$ cat config.mk
export PLATFORM = sky130hd
export DESIGN_NAME = route_pref_sel
export DESIGN_NICKNAME = d
export VERILOG_FILES = /design/src/rtl/rps_pkg.sv /design/src/rtl/rps_table.sv /design/src/rtl/rps_pick.sv /design/src/rtl/rps_hold.sv /design/src/rtl/route_pref_sel.sv
export SDC_FILE = /design/constraint.sdc
export NUM_CORES = 1
export LEC_CHECK = 0
export BUFFER_PORTS_ARGS = -buffer_cell sky130_fd_sc_hd__clkbuf_2
export CAP_MARGIN = 15
export CORE_AREA = 5 5 290 292
export CTS_CLUSTER_SIZE = 14
export DETAILED_ROUTE_END_ITERATION = 10
export DIE_AREA = 0 0 295 297
export GPL_ROUTABILITY_DRIVEN = 1
export PLACE_DENSITY = 0.75
export SLEW_MARGIN = 20
export SYNTH_ARGS = -nofsm -noshare
export SYNTH_HDL_FRONTEND = slang
export SYNTH_SLANG_ARGS = --single-unit
$ cat constraint.sdc
create_clock -name clk -period 4.1 [get_ports clk]
set_clock_uncertainty 0.15 [all_clocks]
set_input_delay 0.41 -clock clk [delete_from_list [all_inputs] [get_ports clk]]
set_output_delay 0.41 -clock clk [all_outputs]
set_load 0.01 [all_outputs]
$ cat src/rtl/rps_pkg.sv
package rps_pkg;

    localparam int NUM_RANKS = 4;

    typedef enum logic [1:0] {
        DIR_N = 2'd0,
        DIR_E = 2'd1,
        DIR_S = 2'd2,
        DIR_W = 2'd3
    } dir_e;

    typedef struct packed {
        logic [NUM_RANKS-1:0]       vld;
        logic [NUM_RANKS-1:0][1:0]  dir;
    } rank_entry_t;

    function automatic rank_entry_t make_entry(input logic [7:0] ranks, input logic [3:0] vld);
        rank_entry_t e;
        e.vld = vld;
        for (int k = 0; k < NUM_RANKS; k++) begin
            e.dir[k] = ranks[2*k +: 2];
        end
        return e;
    endfunction

endpackage

$ cat src/rtl/rps_table.sv
module rps_table
    import rps_pkg::*;
#(
    parameter int DEPTH = 64,
    parameter int AW    = $clog2(DEPTH)
) (
    input  logic        clk,
    input  logic        rst,
    input  logic        pe_we,
    input  logic [AW-1:0] pe_addr,
    input  rank_entry_t pe_ent,
    input  logic        pk_we,
    input  logic [AW-1:0] pk_addr,
    input  rank_entry_t pk_ent,
    input  logic [AW-1:0] rd_addr,
    output rank_entry_t rd_ent
);

    rank_entry_t tbl_q [DEPTH];

    always_ff @(posedge clk) begin
        if (rst) begin
            for (int i = 0; i < DEPTH; i++) begin
                tbl_q[i] <= '0;
            end
        end else begin
            if (pk_we) tbl_q[pk_addr] <= pk_ent;
            if (pe_we) tbl_q[pe_addr] <= pe_ent;
        end
    end

    assign rd_ent = tbl_q[rd_addr];

    a_r10_pe_lands: assert property (@(posedge clk) disable iff (rst)
        pe_we |=> (tbl_q[$past(pe_addr)] == $past(pe_ent)));

endmodule

$ cat src/rtl/rps_pick.sv
module rps_pick
    import rps_pkg::*;
#(
    parameter int XW = 3,
    parameter int YW = 3
) (
    input  rank_entry_t   ent,
    input  logic [3:0]    nbr_full,
    input  logic          min_only,
    input  logic [XW-1:0] cur_x,
    input  logic [YW-1:0] cur_y,
    input  logic [XW-1:0] dst_x,
    input  logic [YW-1:0] dst_y,
    output logic          have,
    output dir_e          dir
);

    logic [3:0] minm;
    logic [3:0] allow;
    logic [3:0] fb_ok;
    logic [NUM_RANKS-1:0] rank_ok;

    always_comb begin
        minm        = '0;
        minm[DIR_N] = dst_y > cur_y;
        minm[DIR_E] = dst_x > cur_x;
        minm[DIR_S] = dst_y < cur_y;
        minm[DIR_W] = dst_x < cur_x;
    end

    assign allow = ~nbr_full & (min_only ? minm : 4'hF);
    assign fb_ok = ~nbr_full & minm;

    for (genvar k = 0; k < NUM_RANKS; k++) begin : g_rank
        assign rank_ok[k] = ent.vld[k] && allow[ent.dir[k]];
    end

    always_comb begin
        have = 1'b0;
        dir  = DIR_N;
        if (|ent.vld) begin
            for (int k = NUM_RANKS - 1; k >= 0; k--) begin
                if (rank_ok[k]) begin
                    have = 1'b1;
                    dir  = dir_e'(ent.dir[k]);
                end
            end
        end else if (fb_ok[DIR_N]) begin
            have = 1'b1; dir = DIR_N;
        end else if (fb_ok[DIR_S]) begin
            have = 1'b1; dir = DIR_S;
        end else if (fb_ok[DIR_E]) begin
            have = 1'b1; dir = DIR_E;
        end else if (fb_ok[DIR_W]) begin
            have = 1'b1; dir = DIR_W;
        end
    end

endmodule

$ cat src/rtl/rps_hold.sv
module rps_hold
    import rps_pkg::*;
(
    input  logic clk,
    input  logic rst,
    input  logic hdr_take,
    input  logic tail_take,
    input  dir_e grant_dir,
    output logic busy,
    output dir_e held_dir
);

    logic busy_q;
    dir_e held_q;

    always_ff @(posedge clk) begin
        if (rst) begin
            busy_q <= 1'b0;
            held_q <= DIR_N;
        end else if (hdr_take) begin
            busy_q <= 1'b1;
            held_q <= grant_dir;
        end else if (tail_take) begin
            busy_q <= 1'b0;
        end
    end

    assign busy     = busy_q;
    assign held_dir = held_q;

    a_r7_tail_frees: assert property (@(posedge clk) disable iff (rst)
        tail_take |=> !busy_q);

endmodule

$ cat src/rtl/route_pref_sel.sv
module route_pref_sel
    import rps_pkg::*;
#(
    parameter int MESH_X = 8,
    parameter int MESH_Y = 8,
    parameter int XW     = $clog2(MESH_X),
    parameter int YW     = $clog2(MESH_Y),
    parameter int DEPTH  = MESH_X * MESH_Y,
    parameter int AW     = $clog2(DEPTH)
) (
    input  logic          clk,
    input  logic          rst,
    input  logic [XW-1:0] cur_x,
    input  logic [YW-1:0] cur_y,
    input  logic          in_valid,
    input  logic          in_head,
    input  logic          in_tail,
    input  logic          in_min_only,
    input  logic [XW-1:0] in_dst_x,
    input  logic [YW-1:0] in_dst_y,
    input  logic [3:0]    nbr_full,
    input  logic          pe_we,
    input  logic [AW-1:0] pe_addr,
    input  logic [7:0]    pe_ranks,
    input  logic [3:0]    pe_vld,
    input  logic          pk_we,
    input  logic [AW-1:0] pk_addr,
    input  logic [7:0]    pk_ranks,
    input  logic [3:0]    pk_vld,
    output logic          in_ready,
    output logic          out_valid,
    output logic [1:0]    out_dir
);

    rank_entry_t   rd_ent;
    logic [AW-1:0] rd_addr;
    logic          have;
    dir_e          pick_dir;
    logic          busy;
    dir_e          held_dir;
    dir_e          sel_dir;
    logic          ready_c;
    logic          hdr_take;
    logic          tail_take;

    assign rd_addr = AW'(32'(in_dst_y) * MESH_X + 32'(in_dst_x));

    rps_table #(.DEPTH(DEPTH), .AW(AW)) u_table (
        .clk     (clk),
        .rst     (rst),
        .pe_we   (pe_we),
        .pe_addr (pe_addr),
        .pe_ent  (make_entry(pe_ranks, pe_vld)),
        .pk_we   (pk_we),
        .pk_addr (pk_addr),
        .pk_ent  (make_entry(pk_ranks, pk_vld)),
        .rd_addr (rd_addr),
        .rd_ent  (rd_ent)
    );

    rps_pick #(.XW(XW), .YW(YW)) u_pick (
        .ent      (rd_ent),
        .nbr_full (nbr_full),
        .min_only (in_min_only),
        .cur_x    (cur_x),
        .cur_y    (cur_y),
        .dst_x    (in_dst_x),
        .dst_y    (in_dst_y),
        .have     (have),
        .dir      (pick_dir)
    );

    always_comb begin
        if (!busy) begin
            ready_c = in_head && have;
            sel_dir = pick_dir;
        end else begin
            ready_c = !nbr_full[held_dir];
            sel_dir = held_dir;
        end
    end

    assign in_ready  = ready_c;
    assign out_valid = in_valid && ready_c;
    assign out_dir   = sel_dir;
    assign hdr_take  = !busy && out_valid && !in_tail;
    assign tail_take = busy && out_valid && in_tail;

    rps_hold u_hold (
        .clk       (clk),
        .rst       (rst),
        .hdr_take  (hdr_take),
        .tail_take (tail_take),
        .grant_dir (pick_dir),
        .busy      (busy),
        .held_dir  (held_dir)
    );

    a_r2_free_target: assert property (@(posedge clk) disable iff (rst)
        out_valid |-> !nbr_full[out_dir]);

    a_r3_all_full_wait: assert property (@(posedge clk) disable iff (rst)
        (!busy && in_valid && in_head && (&nbr_full)) |-> !in_ready);

    a_r4_minimal_only: assert property (@(posedge clk) disable iff (rst)
        (out_valid && !busy && in_min_only) |->
            ((out_dir == 2'd0 && in_dst_y > cur_y) || (out_dir == 2'd1 && in_dst_x > cur_x) ||
             (out_dir == 2'd2 && in_dst_y < cur_y) || (out_dir == 2'd3 && in_dst_x < cur_x)));

    a_r7_same_dir: assert property (@(posedge clk) disable iff (rst)
        (out_valid && !in_tail) |=> (!out_valid || $stable(out_dir)));

endmodule

Yosys cells after proc, flatten, opt, wreduce, memory -nomap -nowiden:

Memories as Yosys holds them, arrays and structs flattened.
Index checks and enable logic that the tools add are counted.

* register bits after elaboration: 3
* logic and storage cells: 80
* memories kept: 1
* input port bits: 60
* bits in writable memories: 768

* mux-type cells: 47
* bitwise logic cells: 3
* order comparisons: 9
* reduce and logical (&&, ||, !) cells: 17
* add/sub/neg operators: 1

Memories
* u_table.tbl_q: depth 64, bits a word 12, rd ports 1, clocked after memory_dff 0, wr ports 64, RTL line rps_table.sv:19 `rank_entry_t tbl_q [DEPTH];`

Operator list (number)
* $mux W1: 27
* $mux W12: 2
* $reduce_or A12 Y1: 2
* $mux W2: 10
* $lt A2 B3 Y1 const B: 5
* $mux W6: 2
* $bmux W1 S2: 5
* $logic_and A1 B1 Y1: 10
* $and A4 B4 Y4: 2
* $add A6 B3 Y6: 1
* $gt A3 B3 Y1: 2
* $lt A3 B3 Y1: 2
* $mux W4: 1
* $not A4 Y4: 1
* $reduce_or A4 Y1: 1
* $logic_not A1 Y1: 3
* $reduce_bool A2 Y1: 1

Depth between registers and ports, before layout:

* depth after elaboration: 18
* gate-level depth with buffers: 16
* gate-level depth less buffers: 12

Modules after synthesis:

From an unflattened synthesis, not the netlist that was laid out.

* cell total of the unflattened synthesis: 2752
* area total of the unflattened synthesis: 39636.8 um^2

By module, submodules not included
* rps_table: instances 1, cells each 2632, area an instance 38762.2 um^2
* rps_pick: instances 1, cells each 95, area an instance 666.9 um^2
* route_pref_sel: instances 1, cells each 15, area an instance 105.1 um^2
* rps_hold: instances 1, cells each 10, area an instance 102.6 um^2

Worst setup path after synthesis:

OpenSTA, ideal clock, no wires.

* path kind: input to output
* from: input port in_dst_x[0]
* to: output port out_dir[1]
* slack: 151 ps
* data arrival time: 3389 ps
* path buffers: 4
* required time: 3540 ps
* stages on the path: 16
* cell sequence: buf_6 > buf_12 > buf_6 > inv_1 > buf_2 > ha_1 > nor2b_1 > o21ai_0 > a21oi_1 > a2111oi_0 > a2111oi_0 > o211ai_1 > o311ai_4 > nor3b_1 > o211ai_1 > o21ai_0

* cells in the longest elaborated chain, start to end: 12

RTL lines
* from (decl): RTL line route_pref_sel.sv:19 `input logic [XW-1:0] in_dst_x,`
* parallel branches: the longest is 10 deep, another holds $mem_v2 Z64 W12
* $mux W2 (*): RTL line rps_pick.sv:41 `if (|ent.vld) begin`
* $mux W2 (*): RTL line route_pref_sel.sv:74 `if (!busy) begin`
* to (decl): RTL line route_pref_sel.sv:32 `output logic [1:0] out_dir`

Every way passes the cells marked *. The select of a mux whose other input is x is not followed.

Final worst setup path:

* from: memory u_table.tbl_q[53][10] (netlist bit)
* to: output port out_dir[0]

* cells in the longest elaborated chain, start to end: 7

RTL lines
* from (decl): RTL line rps_table.sv:19
* $mem_v2 Z64 W12 (*)
* $logic_and A1 B1 Y1: RTL line rps_pick.sv:35 `assign rank_ok[k] = ent.vld[k] && allow[ent.dir[k]];`
* $mux W2 (3 in series): RTL line rps_pick.sv:43 `if (rank_ok[k]) begin`
* $mux W2 (*): RTL line rps_pick.sv:41
* $mux W2 (*): RTL line route_pref_sel.sv:74

Mark *: on every way between the ends. The rest lies on a longest branch, timed or not.

==> impl_metrics.csv <==
group,metric,value,unit
global_routing,first_global_vias,29973,
worst_setup_path,endpoint_kind,"primary output",
yosys,yosys.area_share.simple,0.0595,
cells_and_area,fin_nets,3062,
routing,ant_nets,0,
power_and_ir_drop,powerDensity,413,mW/mm^2
die,ioPinCount,64,
routing,drt_iter0_drc,4932,
yosys,muxShareOfSynthArea,0.120,
routing,dr.pass1.iters,6,
hold_path,worstHoldPathType,"primary input to flop",
yosys,synth_edf_count,768,
cells_and_area,area.sequential,0.0231,mm^2
clocking,cts_sinks,771,
timing,finalSetupViolations,4,
worst_setup_path,cp_max_fo,2,
timing,min_period,4.23,ns
yosys,synth_top_family_by_area,"compound AO/OA/AOI/OAI gates",
global_routing,grt-ovfl-total,0,
yosys,synth_area_leaders,"edfxtp_1 57%, a22o_1 17%, mux4_2 7.8%",
timing,finalHoldViolCount,0,
die,die_w,295,um
worst_setup_path,r2r_end,"u_hold.busy",
timing,slew_headroom,0.178,
global_routing,grt_pass1_wl,210,mm
die,start_util,0.495,
worst_setup_path,r2r_slack,0.18,ns
yosys,synth_fp_nets,2967,
routing,m1WireLength,49.9,mm
clocking,cts_buffers,79,
placed_design,hpwl,92.9,mm
yosys,synthDistinctLibCells,83,
run_status,violations,"negative setup slack",
routing,vias,30986,
yosys,synth_top_area_cell,"edfxtp_1",
yosys,yosysWarnings,0,
timing,whs,0.138,ns
yosys,synth_seq_cells,771,
placed_design,place_area,0.0431,mm^2
power_and_ir_drop,p_leak,0.0163,uW
yosys,ys_seq_area_frac,0.574,
global_routing,grt_max_degree,65,
worst_setup_path,cp.arrival,3.67,ns
global_routing,track_usage,0.324,
worst_setup_path,critPathKind,"flop to primary output",
clocking,cts_tree,"yes",
yosys,synthesis.instances,2901,
yosys,async_reset_ff_frac,0,
routing,wl_met2,64.0,mm
yosys,yosys_most_used_dff,"edfxtp_1",
timing,rsz0062_at_grt,"yes",
hold_path,hold-path-cell-count,5,
worst_setup_path,rr_worst_depth,13,
yosys,synth.top_cell.area_share,0.573,
routing,drc_errors,0,
yosys,syn_area,0.0403,mm^2
routing,wire_per_inst,35.4,um
placed_design,place_congestion,1.00,
global_routing,antenna_found_initial,4,
die,fp.dieH,297,um
worst_setup_path,critPathLaunchType,"flop",
yosys,synth_area_per_cell,13.9,um^2
routing,wl_met3,23.4,mm
die,rows,105,
cells_and_area,syn_to_final_growth,14.3,%
cells_and_area,final_cells,4133,
timing,tightest_slew,1.23,ns
routing,routed_wl,146,mm
clocking,htreeDepth,3,
worst_setup_path,reg2reg_from,"u_table.tbl_q[34][9]",
routing,dr.max_layer_used,"met5",
power_and_ir_drop,vdd_drop_max,0.249,mV
placed_design,dp_cells,3980,
die,die_area,0.0876,mm^2
clocking,clkSlewWorstSetupHoldPaths,0.07,ns
cells_and_area,n_fill_cell,6142,
run_status,outcome,"finished, violations left",
clocking,cts_root_buffer,"clkbuf_16",
timing,drv_slew,0,
cells_and_area,drive_above_1_share,0.245,
timing,fin_crit_sh,1.03,
worst_setup_path,required,3.54,ns
clocking,cts_buffer_depth,3,
power_and_ir_drop,finalPower,19000,uW
yosys,synth_compound_area_frac,0.198,
timing,max_freq,0.236,GHz
routing,routed_via_density,7.50,
cells_and_area,stdcell_area,0.0460,mm^2
hold_path,hold_end,"u_hold.held_dir[1]",
timing,final.setup.worst_slack,-0.131,ns
yosys,synth-xor-area-share,0,
cells_and_area,multi_input_area,0.0156,mm^2
run,cap_violations,0,
clocking,worstSkewPairLatency,0.65,ns
hold_path,worstHoldStart,"in_valid",
yosys,synth-adder-area-share,0.00186,
die,core-area,0.0813,mm^2
placed_design,io_buffers,63,
## metal layers
layer  GRT usage  vias to the layer above
li1            -                    12092
met1       0.430                    15282
met2       0.480                     3050
met3       0.114                      560
met4       0.153                        2
met5           0                        -
## power by group
| part | internal, uW | total (uW) | switching, uW |
|---|---|---|---|
| clock network | 4250 | 7410 | 3160 |
| logic | 831 | 2330 | 1500 |
| registers | 9090 | 9260 | 165 |
| total | 14200 | 19000 | 4820 |
## cells by family after synthesis
family,Yosys count
multiplexers,282
buffers and inverters,419
AND/OR/NAND/NOR,489
adder cells (fa/ha/maj),6
AO/OA/AOI/OAI,934
flip-flops,771
## synth_stat cells (all sizes together), types with 4 or more instances
cell type  instances
a22o             772
edfxtp           768
clkbuf           314
nor2             163
mux4             155
mux2i            122
buf               88
nand2             84
nor3              79
or3               66
a22oi             36
nand3             29
a21oi             23
inv               16
nor2b             15
o21ai             15
a211oi            11
and3              11
o211ai            11
o22ai             11
a31oi              9
a2111oi            7
and2               7
nand4              7
ha                 6
nand3b             6
a221oi             5
mux2               5
a21o               4
nand2b             4
nor3b              4
## critical path: stages, from the launching register on
cell	delay (ns)
edfxtp_1	0.38
mux4_2	0.53
mux4_2	0.57
o211ai_1	0.20
buf_4	0.17
o21ai_0	0.11
buf_4	0.18
and3_1	0.17
a211o_1	0.28
a21boi_4	0.19
a21oi_1	0.10
clkbuf_2	0.14
## area by class of cell
| class | instances | area share |
|---|---|---|
| timing repair buffer | 416 | 0.0720 |
| tap | 1070 | 0.0291 |
| multi-input combinational | 1711 | 0.339 |
| clock buffer | 93 | 0.0450 |
| inverter | 17 | 0.00139 |
| clock inverter | 51 | 0.0111 |
| sequential | 771 | 0.502 |
| antenna | 4 | 0.000217 |
## stage by stage
stage	utilization	setup WS [ns]	setup TNS [ns]
6_report	0.566	-0.131	-0.336
5_1_grt	0.566	-0.221	-0.650
4_1_cts	0.565	-0.0986	-0.239
3_5_place_dp	0.529	-0.411	-1.48
3_3_place_gp	0.529	-0.359	-1.31
2_1_floorplan	-	0.151	0
## what timing repair did
action,in CTS,in global routing
gates resized for setup,51,18
endpoints found under the hold margin,1,0
pin swaps,12,4
hold buffers,2,0
endpoints found under the setup margin,4,4
cloned,1,0
setup buffers,3,0
## worst max-delay path by stage
stage,startpoint,end,cells past startpoint
finish,u_table.tbl_q[53][10],out_dir[0],11
global placement,in_dst_x[0],out_dir[0],14
floorplan,in_dst_x[0],out_dir[1],16
detailed placement,in_dst_x[0],out_dir[1],16
global route,u_table.tbl_q[23][9],out_dir[1],11
CTS,u_table.tbl_q[23][9],out_dir[1],11
## placed cells by master, fill, tap and decap left out, types with 20 or more instances in the layout
cell	Yosys	final
mux2i_1	122	114
nand3_1	29	28
clkbuf_16	0	81
mux4_2	140	140
or3_1	66	66
clkinv_1	1	20
a22o_1	772	772
nand2_1	84	80
clkbuf_2	0	58
edfxtp_1	768	768
buf_4	20	324
nor2_1	161	161
a22oi_1	34	31
nor3_1	79	68
buf_12	3	20
## state kept, by name, summed over array words and instances (netlist names)
name	count
u_hold.held_dir	2
u_hold.busy	1
u_table.tbl_q	768
(Power assumes the default switching activity.)
